`src/rtl/pcc_pkg.sv`:
```
package pcc_pkg;

    localparam int unsigned DIV_W = 8;

    localparam int unsigned B_SHUT  = 0;
    localparam int unsigned B_STAT  = 1;
    localparam int unsigned B_SUSEN = 2;
    localparam int unsigned B_SLPIG = 3;
    localparam int unsigned B_DIVLO = 8;

    typedef struct packed {
        logic             shut;
        logic             slp_ign;
        logic             sus_en;
        logic [DIV_W-1:0] div;
    } ctl_t;

endpackage

```
`src/rtl/pcc_clkdiv.sv`:
```
module pcc_clkdiv #(
    parameter int unsigned DIV_W = 8
) (
    input  logic             clk,
    input  logic             rst_n,
    input  logic             clear,
    input  logic             run,
    input  logic [DIV_W-1:0] div,
    output logic             tick
);

    typedef struct packed {
        logic [DIV_W-1:0] cnt;
    } div_st_t;

    div_st_t st_d, st_q;
    logic [DIV_W:0] next_cnt;

    always_comb begin
        st_d     = st_q;
        next_cnt = {1'b0, st_q.cnt} + 1'b1;
        tick     = run && !clear && (next_cnt >= {1'b0, div});
        if (clear) begin
            st_d.cnt = '0;
        end else if (run) begin
            st_d.cnt = tick ? '0 : next_cnt[DIV_W-1:0];
        end
    end

    always_ff @(posedge clk or negedge rst_n) begin
        if (!rst_n) st_q <= '0;
        else        st_q <= st_d;
    end

    a_r8_no_tick_when_cleared: assert property (@(posedge clk) disable iff (!rst_n)
        clear |-> !tick);

endmodule

```
`src/rtl/pcc_bus_gate.sv`:
```
module pcc_bus_gate #(
    parameter int unsigned ADDR_W = 4
) (
    input  logic              valid,
    input  logic              we,
    input  logic [ADDR_W-1:0] addr,
    input  logic              off,
    input  logic              busy,
    output logic              err,
    output logic              core_wr,
    output logic              core_rd_fx,
    output logic              ctl_wr_ok
);

    logic ctl_hit;

    always_comb begin
        ctl_hit    = (addr == '0);
        err        = valid && we && (ctl_hit ? busy : off);
        core_wr    = valid && we && !ctl_hit && !off;
        core_rd_fx = valid && !we && !ctl_hit && !off;
        ctl_wr_ok  = valid && we && ctl_hit && !busy;
    end

    always_comb begin
        a_r7_read_never_faults: assert (!(valid && !we && err));
    end

endmodule

```
`src/rtl/pcc_top.sv`:
```
module pcc_top #(
    parameter int unsigned ADDR_W = 4,
    parameter int unsigned EN_DLY = 4
) (
    input  logic              clk,
    input  logic              rst_n,
    input  logic              bus_valid,
    input  logic              bus_we,
    input  logic [ADDR_W-1:0] bus_addr,
    input  logic [31:0]       bus_wdata,
    output logic              bus_err,
    output logic              core_wr_en,
    output logic              core_rd_fx_en,
    output logic [31:0]       ctrl_rdata,
    input  logic              sleep_req,
    input  logic              susp_req,
    output logic              clk_en,
    output logic              mod_off
);
    import pcc_pkg::*;

    localparam int unsigned DLY_W = $clog2(EN_DLY + 1);

    typedef struct packed {
        ctl_t             ctl;
        logic             off;
        logic [DLY_W-1:0] dly;
    } top_st_t;

    top_st_t st_d, st_q;

    logic busy, ctl_wr_ok, want_on, run;
    logic [DIV_W-1:0] wdiv;

    pcc_bus_gate #(.ADDR_W(ADDR_W)) u_gate (
        .valid      (bus_valid),
        .we         (bus_we),
        .addr       (bus_addr),
        .off        (st_q.off),
        .busy       (busy),
        .err        (bus_err),
        .core_wr    (core_wr_en),
        .core_rd_fx (core_rd_fx_en),
        .ctl_wr_ok  (ctl_wr_ok)
    );

    always_comb begin
        busy    = (st_q.dly != '0);
        wdiv    = bus_wdata[B_DIVLO +: DIV_W];
        want_on = !bus_wdata[B_SHUT] && (wdiv != '0);
        run     = !st_q.off
                  && !(sleep_req && !st_q.ctl.slp_ign)
                  && !(susp_req && st_q.ctl.sus_en);

        st_d = st_q;
        if (ctl_wr_ok) begin
            st_d.ctl.shut    = bus_wdata[B_SHUT];
            st_d.ctl.sus_en  = bus_wdata[B_SUSEN];
            st_d.ctl.slp_ign = bus_wdata[B_SLPIG];
            st_d.ctl.div     = wdiv;
        end
        if (busy) begin
            st_d.dly = st_q.dly - 1'b1;
            if (st_q.dly == DLY_W'(1)) st_d.off = 1'b0;
        end else if (ctl_wr_ok) begin
            if (st_q.off && want_on)       st_d.dly = DLY_W'(EN_DLY);
            else if (!st_q.off && !want_on) st_d.off = 1'b1;
        end
    end

    always_ff @(posedge clk or negedge rst_n) begin
        if (!rst_n) begin
            st_q.ctl.shut    <= 1'b1;
            st_q.ctl.slp_ign <= 1'b0;
            st_q.ctl.sus_en  <= 1'b0;
            st_q.ctl.div     <= DIV_W'(1);
            st_q.off         <= 1'b1;
            st_q.dly         <= '0;
        end else begin
            st_q <= st_d;
        end
    end

    pcc_clkdiv #(.DIV_W(DIV_W)) u_div (
        .clk   (clk),
        .rst_n (rst_n),
        .clear (st_q.off),
        .run   (run),
        .div   (st_q.ctl.div),
        .tick  (clk_en)
    );

    always_comb begin
        ctrl_rdata                   = '0;
        ctrl_rdata[B_SHUT]           = st_q.ctl.shut;
        ctrl_rdata[B_STAT]           = st_q.off;
        ctrl_rdata[B_SUSEN]          = st_q.ctl.sus_en;
        ctrl_rdata[B_SLPIG]          = st_q.ctl.slp_ign;
        ctrl_rdata[B_DIVLO +: DIV_W] = st_q.ctl.div;
        mod_off                      = st_q.off;
    end

    a_r5_off_write_faults: assert property (@(posedge clk) disable iff (!rst_n)
        (bus_valid && bus_we && bus_addr != '0 && mod_off) |-> (bus_err && !core_wr_en));
    a_r6_busy_ctl_write_faults: assert property (@(posedge clk) disable iff (!rst_n)
        (bus_valid && bus_we && busy) |-> bus_err);
    a_r7_no_rd_fx_when_off: assert property (@(posedge clk) disable iff (!rst_n)
        mod_off |-> !core_rd_fx_en);
    a_r8_no_clk_en_when_off: assert property (@(posedge clk) disable iff (!rst_n)
        mod_off |-> !clk_en);
    a_r2_turn_on_after_window: assert property (@(posedge clk) disable iff (!rst_n)
        $fell(mod_off) |-> $past(st_q.dly) == DLY_W'(1));
    a_r3_shut_next_cycle: assert property (@(posedge clk) disable iff (!rst_n)
        (ctl_wr_ok && !mod_off && !want_on) |=> mod_off);
    a_r9_sleep_stops: assert property (@(posedge clk) disable iff (!rst_n)
        (sleep_req && !ctrl_rdata[B_SLPIG]) |-> !clk_en);
    a_r10_suspend_stops: assert property (@(posedge clk) disable iff (!rst_n)
        (susp_req && ctrl_rdata[B_SUSEN]) |-> !clk_en);

endmodule

```
`config.mk`:
```
export PLATFORM = sky130hd
export DESIGN_NAME = pcc_top
export DESIGN_NICKNAME = d
export VERILOG_FILES = /design/src/rtl/pcc_pkg.sv /design/src/rtl/pcc_clkdiv.sv /design/src/rtl/pcc_bus_gate.sv /design/src/rtl/pcc_top.sv
export SDC_FILE = /design/constraint.sdc
export NUM_CORES = 1
export LEC_CHECK = 0
export CORE_MARGIN = 8
export CORE_UTILIZATION = 40
export DETAILED_ROUTE_END_ITERATION = 8
export GPL_TIMING_DRIVEN = 0
export PLACE_DENSITY_LB_ADDON = 0.1
export REMOVE_ABC_BUFFERS = 1
export SYNTH_ARGS = -nofsm -noshare
export SYNTH_HDL_FRONTEND = slang
export SYNTH_SLANG_ARGS = --single-unit
```
`constraint.sdc`:
```
create_clock -name clk -period 5 [get_ports clk]
set_clock_uncertainty 0.05 [all_clocks]
set_input_delay 0.75 -clock clk [delete_from_list [all_inputs] [get_ports clk]]
set_output_delay 0.75 -clock clk [all_outputs]
set_load 0.1 [all_outputs]
```
==> results <==
- The detail-routed via count per cell is 4.827.
- The worst pin sits at a relative slew slack of 0.2845.
- CTS saw 23 sinks.
- The final max-slew violation count is 0.
- Synthesis produced 168 cells.
- The most common cell after layout, fill and taps aside is clkdlybuf4s50_1.
- Adding up every negative setup slack in the final design gives 0 ps.
- Compared with the post-synthesis result, the final layout area differs by 17.65%.
- The detailed router finished its first iteration with 51 violations.
- Yosys mapped a number of flops with a built-in enable equal to 0.
- Final hold analysis gives a worst-case slack of 463.5 ps.
- Buffers inserted to repair hold after CTS numbered 0.
- The cell area that synthesis handed to floorplanning was 0.001638 mm².
- The root buffer cell is clkbuf_8.
- At the end of routability-driven placement, the weighted congestion stood at 0.7266.
- The first detailed-routing pass took 4 iterations.
- The worst setup path is launched from a flop.
- Of the synthesized area, sequential elements account for 0.3537.
- For this block, the routed nets add up to 3.545 mm of wire.
- In this run, post-CTS repair resized a total of 0 instances.
- Clock-pin slew was measured on the worst setup and hold paths at 90 ps.
- On the worst path, the slowest cell contributes a delay of 960 ps.
- The HPWL after detailed placement is 2.817 mm.
- Buffers placed on the I/O ports in this run total 37.
- The core region area is 0.003971 mm².
- STA puts the critical path data required time at 4200 ps.
- The full die area is 0.006398 mm².
- The placed instance area is 0.001882 mm².
- The number of antenna diodes is 0.
- The flow ran to the end, and the final reports show no timing, DRC or antenna violations.
- The deepest clock path buffer count is 2.
- The cell type with the largest total area after synthesis is dfrtp_1.
- The dominant synthesized flop cell is dfrtp_1.
- The routed length per instance is 14.59 µm.
- By startpoint and endpoint, the worst setup path is classified as flop to primary output.
- The remaining number of nets flagged by the antenna check after routing is 0.
- The top cell types in the final layout, fill and taps aside, are 37 x clkdlybuf4s50_1, 20 x conb_1, 20 x dfrtp_1.
- The path type of the worst min-delay path is flop to flop.
- During synthesis, Yosys emitted a total of 0 warnings.
- Of the available clock period, the critical path in the final layout requires 0.9418.
- The worst endpoint data arrival time is 3910 ps.
- The height of the chip is 79.99 µm.
- Across the run, the number of max-cap violations was 0.
- Power spread over the standard cell area amounts to 501.5 mW/mm².
- For this configuration, the core starts out at a cell density of 0.4124.
- The maximum fanout count along the critical path is 5.
- At the later pin of the worst-skew pair, clock insertion delay measures 270 ps.
- The number of setup buffers added after CTS is 0.
- The completed layout was analyzed and its total power is 0.0009664 W.
- Derived from the worst setup path, the maximum achievable clock frequency is 212.4 MHz.
- Setup repair after global routing left no endpoint under its margin.
- The element type at the critical path end is a primary output.
- After synthesis, the share of flip-flops with an asynchronous set or reset is 1.000.
- The initialized floorplan defines 23 standard-cell rows.
- The total overflow reported by the global router is 0.
- The routed via count is 1173.
- Of the post-synthesis cell area, the dominant cell type holds 0.3056.
- The number of antenna violations at the first check in global routing was 0.
- In this run the static leakage power is 0.8578 nW.
- The signal on the critical path passes through inv_1 > or4_4 > nor2_4 > xor2_2 > ha_1 > nand3_1 > o221ai_1 > a31oi_1 > nand2_1 > and2_1 > clkdlybuf4s50_1.
- Of the cells placed in the final design, the portion with a size suffix greater than 1 is 0.1399.
- The largest net degree at the start of global routing is 24.
- After synthesis, the cell types taking the most area are dfrtp_1 31%, buf_4 15%, ha_1 7.6%, mux2_2 7.6%, dfstp_2 4.8%.
- For this run, the total global-route usage over all layers was measured as 0.1095.
- The number of placed I/O pins is 79.
- The width of the chip is 79.99 µm.
- The worst-case vdd ir drop is 0.2449 mV.
- After routing the design area is 0.001927 mm².
- The count of different cell masters after synthesis is 48.
- The final-report hold violation count was 0.
- The number of clock buffers added by TritonCTS is 3.
- Setup violations remaining at the end of the flow were counted as 0.
- CTS built an H-tree with a depth of 1.
- On the critical path, the stage with the largest delay is an instance of clkdlybuf4s50_1.
- The number of synthesized register bits is 23.
- The number of remaining DRC errors is 0.
- For the pin with the worst max-slew slack, the measured transition is 1070 ps.
- The first-pass GRT wire length is 5.595 mm.
- In the final design database the tool counted 246 nets.
- The shortest period the worst path allows is 4709 ps.
- The number of global-route vias before repair is 1227.
- The post-synthesis average cell area is 9.749 µm².
- The TritonCTS clock tree is done.
==> through the flow <==
step	utilization	setup slack [ps]	instances
2_1_floorplan	-	175.8	152
3_3_place_gp	0.4739	618.8	239
3_5_place_dp	0.4739	583.0	239
4_1_cts	0.4852	264.2	243
5_1_grt	0.4852	45.07	243
6_report	0.4852	290.8	243
==> Yosys cell counts, types with 2 or more instances <==
master     n
mux2_2    11
o32ai_1    4
ha_1      10
buf_4     32
dfstp_2    3
o22ai_1    2
a21oi_1    5
nand3_1    5
dfrtp_1   20
nand2_1   14
nand4_1    2
nand2b_1   2
a41o_1     2
inv_1     16
nor2_1     5
nor4_1     2
xnor2_1    2
==> per-layer routing <==
| layer | vias to the layer above | wire [µm] | share of wire | GRT usage |
|---|---|---|---|---|
| met5 | - | 0 | 0 | 0 |
| met4 | 0 | 12 | 0.0034 | 0.03455 |
| met3 | 2 | 360 | 0.10 | 0.04617 |
| met2 | 42 | 1564 | 0.44 | 0.1714 |
| met1 | 549 | 1606 | 0.45 | 0.1321 |
| li1 | 580 | - | - | - |
==> final timing paths <==
check | from | end | slack, ps | cells past startpoint
setup / recovery | u_div.st_q[4]$_DFFE_PN0P_ | clk_en | 290 | 11
hold / removal | st_q[0]$_DFFE_PN0P_ | st_q[0]$_DFFE_PN0P_ | 460 | 1
setup reg to reg | u_div.st_q[4]$_DFFE_PN0P_ | u_div.st_q[0]$_DFFE_PN0P_ | 2170 | 10
hold reg to reg | st_q[0]$_DFFE_PN0P_ | st_q[0]$_DFFE_PN0P_ | 460 | 1
max in group asynchronous | rst_n | st_q[0]$_DFFE_PN0P_ | 3250 | 1
min in group asynchronous | rst_n | u_div.st_q[6]$_DFFE_PN0P_ | 1000 | 1
==> state kept, by name, summed over array words and instances (netlist names) <==
signal and cells:
st_q 3, mod_off 1, u_div.st_q 8, ctrl_rdata 11
==> power by group <==
part / internal [W] / total [W] / switching [W]
sequential: 0.000232 / 0.000277 / 0.0000451
combinational: 0.000159 / 0.000569 / 0.000409
clock: 0.0000570 / 0.000121 / 0.0000639
==> logic make-up after synthesis <==
kind of cell	count (synthesis)	synth area share
flops	23	0.3537
mux	12	0.08174
other cells	1	0.002290
simple gates	40	0.1383
compound gates	26	0.1238
xor+xnor	4	0.02598
buf+inv	52	0.1979
fa+ha+maj	10	0.07639
==> area by class of cell <==
| type | count | area, µm² |
|---|---|---|
| repair buffers | 37 | 370.4 |
| fillers | 380 | 2044 |
| well taps | 50 | 62.56 |
| clock buffers | 4 | 45.04 |
| inverters | 17 | 63.81 |
| multi-input cells | 112 | 805.8 |
| flip-flops and latches | 23 | 579.3 |
==> critical path: cells and delay by family (launching register included) <==
kind	cells	cell delay, ps
compound gates	2	490
flops	1	400
fa+ha+maj	1	260
simple gates	5	1290
xor+xnor	1	170
buf+inv	2	1030
Note: power is estimated with default switching activity, not from simulation.
